[config.mk]
export PLATFORM = sky130hd
export DESIGN_NAME = pdac_seq
export DESIGN_NICKNAME = d
export VERILOG_FILES = /design/src/rtl/pdac_pkg.sv /design/src/rtl/pdac_cnt.sv /design/src/rtl/pdac_rdcap.sv /design/src/rtl/pdac_fsm.sv /design/src/rtl/pdac_seq.sv
export SDC_FILE = /design/constraint.sdc
export NUM_CORES = 1
export LEC_CHECK = 0
export ABC_AREA = 1
export BUFFER_PORTS_ARGS = -buffer_cell sky130_fd_sc_hd__buf_2
export CORE_ASPECT_RATIO = 0.9
export CORE_MARGIN = 10
export CORE_UTILIZATION = 52
export CTS_BUF_LIST = sky130_fd_sc_hd__clkbuf_16
export DETAILED_ROUTE_END_ITERATION = 10
export PLACE_DENSITY = 0.83
export SYNTH_ARGS = -nofsm -noshare
export SYNTH_HDL_FRONTEND = slang
export SYNTH_SLANG_ARGS = --single-unit
[constraint.sdc]
create_clock -name clk -period 3.7 [get_ports clk]
set_input_delay 0.555 -clock clk [delete_from_list [all_inputs] [get_ports clk]]
set_output_delay 0.555 -clock clk [all_outputs]
set_load 0.005 [all_outputs]
[src/rtl/pdac_pkg.sv]
`timescale 1ns/1ps
package pdac_pkg;

    typedef enum logic [2:0] {
        PH_IDLE  = 3'd0,
        PH_WSU   = 3'd1,
        PH_WCS   = 3'd2,
        PH_WHD   = 3'd3,
        PH_LOAD  = 3'd4,
        PH_RSU   = 3'd5,
        PH_RCS   = 3'd6,
        PH_RTURN = 3'd7
    } phase_e;

    typedef enum logic [1:0] {
        OP_WRITE      = 2'b00,
        OP_WRITE_LOAD = 2'b01,
        OP_LOAD       = 2'b10,
        OP_READ       = 2'b11
    } op_e;

    typedef struct packed {
        logic cs_n;
        logic rw;
        logic oe;
        logic load_n;
    } pins_t;

    // ceiling division with a one-cycle floor
    function automatic int ns_to_cycles(input int ns, input int period);
        int c;
        c = (ns + period - 1) / period;
        return (c < 1) ? 1 : c;
    endfunction

    function automatic int max_int(input int a, input int b);
        return (a > b) ? a : b;
    endfunction

    // pin levels owned by each phase
    function automatic pins_t pins_of(input phase_e p);
        pins_t r;
        r = '{cs_n: 1'b1, rw: 1'b1, oe: 1'b0, load_n: 1'b1};
        case (p)
            PH_WSU:  r = '{cs_n: 1'b1, rw: 1'b0, oe: 1'b1, load_n: 1'b1};
            PH_WCS:  r = '{cs_n: 1'b0, rw: 1'b0, oe: 1'b1, load_n: 1'b1};
            PH_WHD:  r = '{cs_n: 1'b1, rw: 1'b0, oe: 1'b1, load_n: 1'b1};
            PH_LOAD: r = '{cs_n: 1'b1, rw: 1'b1, oe: 1'b0, load_n: 1'b0};
            PH_RCS:  r = '{cs_n: 1'b0, rw: 1'b1, oe: 1'b0, load_n: 1'b1};
            default: r = '{cs_n: 1'b1, rw: 1'b1, oe: 1'b0, load_n: 1'b1};
        endcase
        return r;
    endfunction

endpackage

[src/rtl/pdac_cnt.sv]
`timescale 1ns/1ps
module pdac_cnt #(
    parameter int CW = 4
) (
    input  logic          clk,
    input  logic          rst_n,
    input  logic          ld_i,
    input  logic [CW-1:0] val_i,
    output logic          zero_o
);

    logic [CW-1:0] cnt_d, cnt_q;

    always_comb begin
        cnt_d = cnt_q;
        if (ld_i) begin
            cnt_d = val_i;
        end else if (cnt_q != '0) begin
            cnt_d = cnt_q - 1'b1;
        end
    end

    always_ff @(posedge clk) begin
        if (!rst_n) begin
            cnt_q <= '0;
        end else begin
            cnt_q <= cnt_d;
        end
    end

    assign zero_o = (cnt_q == '0);

endmodule

[src/rtl/pdac_rdcap.sv]
`timescale 1ns/1ps
module pdac_rdcap #(
    parameter int DATA_W = 12
) (
    input  logic              clk,
    input  logic              rst_n,
    input  logic              cap_i,
    input  logic [DATA_W-1:0] bus_i,
    output logic [DATA_W-1:0] data_o
);

    logic [DATA_W-1:0] data_d, data_q;

    always_comb begin
        data_d = data_q;
        if (cap_i) begin
            data_d = bus_i;
        end
    end

    always_ff @(posedge clk) begin
        if (!rst_n) begin
            data_q <= '0;
        end else begin
            data_q <= data_d;
        end
    end

    assign data_o = data_q;

endmodule

[src/rtl/pdac_fsm.sv]
`timescale 1ns/1ps
module pdac_fsm
    import pdac_pkg::*;
#(
    parameter int DATA_W = 12,
    parameter int CW     = 4,
    parameter int WSU_N  = 1,
    parameter int WCS_N  = 3,
    parameter int WHD_N  = 1,
    parameter int LD_N   = 3,
    parameter int RSU_N  = 1,
    parameter int RCS_N  = 10,
    parameter int TURN_N = 5
) (
    input  logic              clk,
    input  logic              rst_n,
    input  logic              cmd_valid_i,
    input  logic [1:0]        cmd_op_i,
    input  logic [DATA_W-1:0] cmd_data_i,
    input  logic              zero_i,
    output logic              cnt_ld_o,
    output logic [CW-1:0]     cnt_val_o,
    output logic              cap_o,
    output logic              ready_o,
    output logic              done_o,
    output logic              cs_n_o,
    output logic              rw_o,
    output logic              oe_o,
    output logic              load_n_o,
    output logic [DATA_W-1:0] bus_o
);

    typedef struct packed {
        phase_e            phase;
        op_e               op;
        logic [DATA_W-1:0] bus;
        pins_t             pins;
        logic              done;
    } st_t;

    st_t    st_d, st_q;
    phase_e nxt;
    logic   move;

    // cycles remaining after the entry cycle of a phase
    function automatic logic [CW-1:0] span(input phase_e p);
        int n;
        case (p)
            PH_WSU:   n = WSU_N;
            PH_WCS:   n = WCS_N;
            PH_WHD:   n = WHD_N;
            PH_LOAD:  n = LD_N;
            PH_RSU:   n = RSU_N;
            PH_RCS:   n = RCS_N;
            PH_RTURN: n = TURN_N;
            default:  n = 1;
        endcase
        return CW'(n - 1);
    endfunction

    always_comb begin
        st_d      = st_q;
        st_d.done = 1'b0;
        nxt       = st_q.phase;
        move      = 1'b0;
        cap_o     = 1'b0;
        cnt_ld_o  = 1'b0;
        cnt_val_o = '0;

        case (st_q.phase)
            PH_IDLE: begin
                if (cmd_valid_i) begin
                    move    = 1'b1;
                    st_d.op = op_e'(cmd_op_i);
                    case (op_e'(cmd_op_i))
                        OP_LOAD: nxt = PH_LOAD;
                        OP_READ: nxt = PH_RSU;
                        default: begin
                            nxt      = PH_WSU;
                            st_d.bus = cmd_data_i;
                        end
                    endcase
                end
            end
            PH_WSU: begin
                if (zero_i) begin
                    move = 1'b1;
                    nxt  = PH_WCS;
                end
            end
            PH_WCS: begin
                if (zero_i) begin
                    move = 1'b1;
                    nxt  = PH_WHD;
                end
            end
            PH_WHD: begin
                if (zero_i) begin
                    move = 1'b1;
                    nxt  = (st_q.op == OP_WRITE_LOAD) ? PH_LOAD : PH_IDLE;
                end
            end
            PH_LOAD: begin
                if (zero_i) begin
                    move = 1'b1;
                    nxt  = PH_IDLE;
                end
            end
            PH_RSU: begin
                if (zero_i) begin
                    move = 1'b1;
                    nxt  = PH_RCS;
                end
            end
            PH_RCS: begin
                if (zero_i) begin
                    move  = 1'b1;
                    cap_o = 1'b1;
                    nxt   = PH_RTURN;
                end
            end
            PH_RTURN: begin
                if (zero_i) begin
                    move = 1'b1;
                    nxt  = PH_IDLE;
                end
            end
            default: begin
                move = 1'b1;
                nxt  = PH_IDLE;
            end
        endcase

        if (move) begin
            st_d.phase = nxt;
            if (nxt == PH_IDLE) begin
                st_d.done = 1'b1;
            end else begin
                cnt_ld_o  = 1'b1;
                cnt_val_o = span(nxt);
            end
        end

        st_d.pins = pins_of(st_d.phase);
    end

    always_ff @(posedge clk) begin
        if (!rst_n) begin
            st_q.phase <= PH_IDLE;
            st_q.op    <= OP_WRITE;
            st_q.bus   <= '0;
            st_q.pins  <= '{cs_n: 1'b1, rw: 1'b1, oe: 1'b0, load_n: 1'b1};
            st_q.done  <= 1'b0;
        end else begin
            st_q <= st_d;
        end
    end

    assign ready_o  = (st_q.phase == PH_IDLE);
    assign done_o   = st_q.done;
    assign cs_n_o   = st_q.pins.cs_n;
    assign rw_o     = st_q.pins.rw;
    assign oe_o     = st_q.pins.oe;
    assign load_n_o = st_q.pins.load_n;
    assign bus_o    = st_q.bus;

endmodule

[src/rtl/pdac_seq.sv]
`timescale 1ns/1ps
module pdac_seq
    import pdac_pkg::*;
#(
    parameter int DATA_W           = 12,
    parameter int CLK_PERIOD_NS    = 20,
    parameter int WR_CS_MIN_NS     = 50,
    parameter int RD_CS_MIN_NS     = 200,
    parameter int WR_DATA_SETUP_NS = 5,
    parameter int WR_DATA_HOLD_NS  = 5,
    parameter int RD_DIR_SETUP_NS  = 10,
    parameter int RD_DATA_DELAY_NS = 160,
    parameter int RD_RELEASE_NS    = 100,
    parameter int LOAD_MIN_NS      = 50
) (
    input  logic              clk,
    input  logic              rst_n,
    input  logic              cmd_valid,
    output logic              cmd_ready,
    input  logic [1:0]        cmd_op,
    input  logic [DATA_W-1:0] cmd_data,
    output logic              rsp_done,
    output logic [DATA_W-1:0] rsp_data,
    output logic              dac_cs_n,
    output logic              dac_rw,
    output logic              dac_load_n,
    output logic [DATA_W-1:0] bus_out,
    output logic              bus_oe,
    input  logic [DATA_W-1:0] bus_in
);

    // phase lengths in clock cycles
    localparam int WSU_N  = ns_to_cycles(WR_DATA_SETUP_NS, CLK_PERIOD_NS);
    localparam int WCS_N  = ns_to_cycles(WR_CS_MIN_NS, CLK_PERIOD_NS);
    localparam int WHD_N  = ns_to_cycles(WR_DATA_HOLD_NS, CLK_PERIOD_NS);
    localparam int LD_N   = ns_to_cycles(LOAD_MIN_NS, CLK_PERIOD_NS);
    localparam int RSU_N  = ns_to_cycles(RD_DIR_SETUP_NS, CLK_PERIOD_NS);
    localparam int RCS_N  = max_int(ns_to_cycles(RD_CS_MIN_NS, CLK_PERIOD_NS),
                                    ns_to_cycles(RD_DATA_DELAY_NS, CLK_PERIOD_NS));
    localparam int TURN_N = ns_to_cycles(RD_RELEASE_NS, CLK_PERIOD_NS);
    localparam int MAXN   = max_int(max_int(max_int(WSU_N, WCS_N), max_int(WHD_N, LD_N)),
                                    max_int(max_int(RSU_N, RCS_N), TURN_N));
    localparam int CW     = $clog2(MAXN + 1);

    logic          zero;
    logic          cnt_ld;
    logic [CW-1:0] cnt_val;
    logic          cap;

    pdac_cnt #(.CW(CW)) u_cnt (
        .clk    (clk),
        .rst_n  (rst_n),
        .ld_i   (cnt_ld),
        .val_i  (cnt_val),
        .zero_o (zero)
    );

    pdac_fsm #(
        .DATA_W (DATA_W),
        .CW     (CW),
        .WSU_N  (WSU_N),
        .WCS_N  (WCS_N),
        .WHD_N  (WHD_N),
        .LD_N   (LD_N),
        .RSU_N  (RSU_N),
        .RCS_N  (RCS_N),
        .TURN_N (TURN_N)
    ) u_fsm (
        .clk         (clk),
        .rst_n       (rst_n),
        .cmd_valid_i (cmd_valid),
        .cmd_op_i    (cmd_op),
        .cmd_data_i  (cmd_data),
        .zero_i      (zero),
        .cnt_ld_o    (cnt_ld),
        .cnt_val_o   (cnt_val),
        .cap_o       (cap),
        .ready_o     (cmd_ready),
        .done_o      (rsp_done),
        .cs_n_o      (dac_cs_n),
        .rw_o        (dac_rw),
        .oe_o        (bus_oe),
        .load_n_o    (dac_load_n),
        .bus_o       (bus_out)
    );

    pdac_rdcap #(.DATA_W(DATA_W)) u_cap (
        .clk    (clk),
        .rst_n  (rst_n),
        .cap_i  (cap),
        .bus_i  (bus_in),
        .data_o (rsp_data)
    );

endmodule

==> summary.md <==
| Metric | Value |
|---|---|
| Time the worst path needs with I/O delays and setup | 1840 ps |
| Period utilisation layout | 0.498 |
| HPWL after detailed placement | 2740 µm |
| Total clock buffers created by CTS | 5 |
| Run status | complete, no violations |
| Final Max Tran Viols | 0 |
| Clock Tree Root | clkbuf_16 |
| Worst VDD drop | 0.586 mV |
| Leakage power total | 0.00101 µW |
| Data required time of the critical path | 3900 ps |
| Synth area leader | dfxtp_1 |
| Register clock-pin slew on the reported worst setup and hold paths | 50 ps |
| Startpoint types | flop |
| Core outline area | 3070 µm² |
| Post-CTS Hold Fix Bufs | 0 |
| Count of different cell masters after synthesis | 29 |
| Area Growth Syn to Fin | 21.1% |
| Dominant cells by area after synthesis | dfxtp_1, nor2_1, o21ai_0 |
| Relative max-transition margin | 0.693 |
| Clock tree from TritonCTS | done |
| Cell depth of the worst flop-to-flop path | 8 |
| Max cap viols | 0 |
| Die H | 73.8 µm |
| Fraction of synthesized cell area taken by the top area cell type | 0.454 |
| Total standard cell area after synthesis | 1670 µm² |
| Post-detailed-route via-to-cell ratio | 4.67 |
| Count of H-tree levels built during CTS | 2 |
| Critical path fanouts, max | 13 |
| Number of hold violations in the final report | 0 |
| Nets in the synthesized netlist | 244 |
| Area of all placed cells without fillers | 2030 µm² |
| Gp weighted congestion | 0.856 |
| Source of the worst hold timing path | u_fsm.st_q[18] |
| Nets | 290 |
| Pwr Total | 1580 µW |
| Die outline area | 5890 µm² |
| Count of mapped cells out of synthesis | 214 |
| Total power divided by cell area | 782 nW/µm² |
| Achievable clock frequency | 543 MHz |
| Total cell area at the placement stage | 1890 µm² |
| PnR worst setup slack | 1860 ps |
| Wire length per cell after detailed routing | 12.0 µm |
| Top cell types by occurrence after synthesis | nor2_1, dfxtp_1, o21ai_0 |
| Flops & latches, synth | 38 |
| Total Routing Usage GR | 0.132 |
| Overall routed net length | 3630 µm |
| Leading register cell type out of synthesis | dfxtp_1 |
| Crit. End Element | flop |
| # resized after CTS | 0 |
| Worst Path Arrival | 2050 ps |
| FP Rows | 19 |
| Number of antenna violations at the first check in global routing | 0 |
| Slowest stage cell, crit path | inv_1 |
| Synth async-reset ratio | 0 |
| Pre-CTS setup slack | 1860 ps |
| Via count of the first global-routing pass | 1346 |
| First-pass GRT wire length | 6200 µm |
| Buffers inserted by post-CTS timing repair | 0 |
| Number of top-level design ports | 59 |
| Hold depth | 2 |
| Total congestion overflow after global routing | 0 |
| Worst min-delay path class | reg -> reg |
| Chip width | 79.8 µm |
| Remaining number of nets flagged by the antenna check after routing | 0 |
| Starting Density | 0.546 |
| Share of the yosys chip area belonging to registers | 0.454 |
| RSZ-0062 raised after global routing | false |
| R2R Path End | u_cap.data_o[0] |
| Hold EP | u_fsm.st_q[18] |
| IO buf count | 58 |
| Layout Skew | 3.24 ps |
| Remaining DRCs | 0 |
| Slew at the pin closest to its max-slew limit | 459 ps |
| Critical register-to-register path startpoint | u_cnt.cnt_q[0] |
| Maximum buffer depth of the clock tree | 2 |
| Worst Setup Path Type | reg -> reg |
| Insertion delay of the later-clocked pin in the worst-skew pair | 270 ps |
| Antenna diode instance count | 0 |
| Post-synth EDFFs | 0 |
| Ordered cell list for the critical path | inv_1 -> ha_1 -> nand2_2 -> nor2_8 -> nand2_1 -> inv_1 -> nor2_1 -> nor2_1 |
| # clock sinks | 38 |
| Total of endpoints with negative setup slack in the final report | 0 |
| Most used standard cell by instance count after synthesis | nor2_1 |
| Number of warning messages in the yosys log | 0 |
| Final TNS setup | 0 ps |
| Number of detailed-route iterations in the first pass | 4 |
| Largest net degree at the start of global routing | 30 |
| Delay contributed by the slowest stage of the critical path | 380 ps |
| Slack of the worst reg-to-reg path | 1860 ps |
| Vias post-DR | 1411 |
| Share of cells above drive strength 1 | 0.327 |
| Mean area per synthesized cell | 7.82 µm² |
| DR iter-0 viols | 41 |
logic make-up after synthesis:
| group | synth area share |
|---|---|
| and+or+nand+nor | 0.300 |
| DFF | 0.454 |
| buffers and inverters | 0.114 |
| AOI/OAI and AO/OA | 0.114 |
| xor gates and xnor gates | 0.0105 |
| adders and majority gates | 0.00747 |
placed cells by master (no fill, tap or decap), types with 2 or more instances in the layout:
| cell | netlist | layout |
|---|---|---|
| nand3_4 | 2 | 2 |
| inv_2 | 3 | 3 |
| nor2_1 | 58 | 58 |
| inv_1 | 15 | 17 |
| nand2_2 | 5 | 5 |
| nor2_2 | 2 | 2 |
| nand3_1 | 5 | 5 |
| nor4_1 | 2 | 2 |
| nand2_1 | 19 | 19 |
| buf_2 | 2 | 58 |
| o21ai_0 | 25 | 25 |
| dfxtp_1 | 38 | 38 |
| a21oi_1 | 6 | 6 |
| nand2_4 | 3 | 3 |
| clkbuf_16 | 0 | 5 |
flip-flops by register name (all words and copies together) (netlist names):
name            flops
u_fsm.st_q          5
u_fsm.rw_o          1
u_fsm.done_o        1
u_cap.data_o       12
u_cnt.cnt_q         4
u_fsm.load_n_o      1
u_fsm.cs_n_o        1
u_fsm.oe_o          1
u_fsm.bus_o        12
metal layers:
layer	up-vias	global-route usage	wire (µm)
li1	758	-	-
met1	604	0.142	1540
met2	47	0.215	1700
met3	2	0.0732	374
met4	0	0.0469	19
met5	-	0	0
report_power, final:
group | switching [µW] | internal [µW] | leakage, µW
registers | 48.0 | 498 | 0.000311
clock network | 141 | 240 | 0.0000723
logic | 400 | 258 | 0.000631
final cells by class:
| cell class | instances | area (µm²) |
|---|---|---|
| Fill cell | 273 | 1040 |
| Multi-Input combinational cell | 139 | 723 |
| Clock inverter | 2 | 7.51 |
| Tap cell | 42 | 52.6 |
| Timing Repair Buffer | 58 | 290 |
| Inverter | 18 | 67.6 |
| Sequential cell | 38 | 761 |
| Clock buffer | 5 | 125 |
worst max-delay path, delay by kind of cell (launching register included):
kind | cells | cell delay (ps)
adders and majority gates | 1 | 260
buffers and inverters | 2 | 470
DFF | 1 | 300
and+or+nand+nor | 5 | 730
worst max-delay path by stage:
stage                         startpoint              end  slack (ps)
after detailed placement  u_cnt.cnt_q[0]  u_cap.data_o[4]        1860
final                     u_cnt.cnt_q[0]  u_cap.data_o[0]        1860
after global placement    u_cnt.cnt_q[0]  u_cap.data_o[2]        1870
after floorplan           u_cnt.cnt_q[0]   u_cnt.cnt_q[1]        2130
after global routing      u_cnt.cnt_q[0]  u_cap.data_o[2]        1610
after CTS                 u_cnt.cnt_q[0]  u_cap.data_o[0]        1820
stage by stage:
step / hold slack, ps / util / instances
2_1_floorplan: 438 / - / 214
3_3_place_gp: 460 / 0.618 / 295
3_5_place_dp: 471 / 0.618 / 295
4_1_cts: 482 / 0.661 / 302
5_1_grt: 490 / 0.661 / 302
6_report: 474 / 0.661 / 302
No activity file was read; power rests on OpenSTA's default activity.
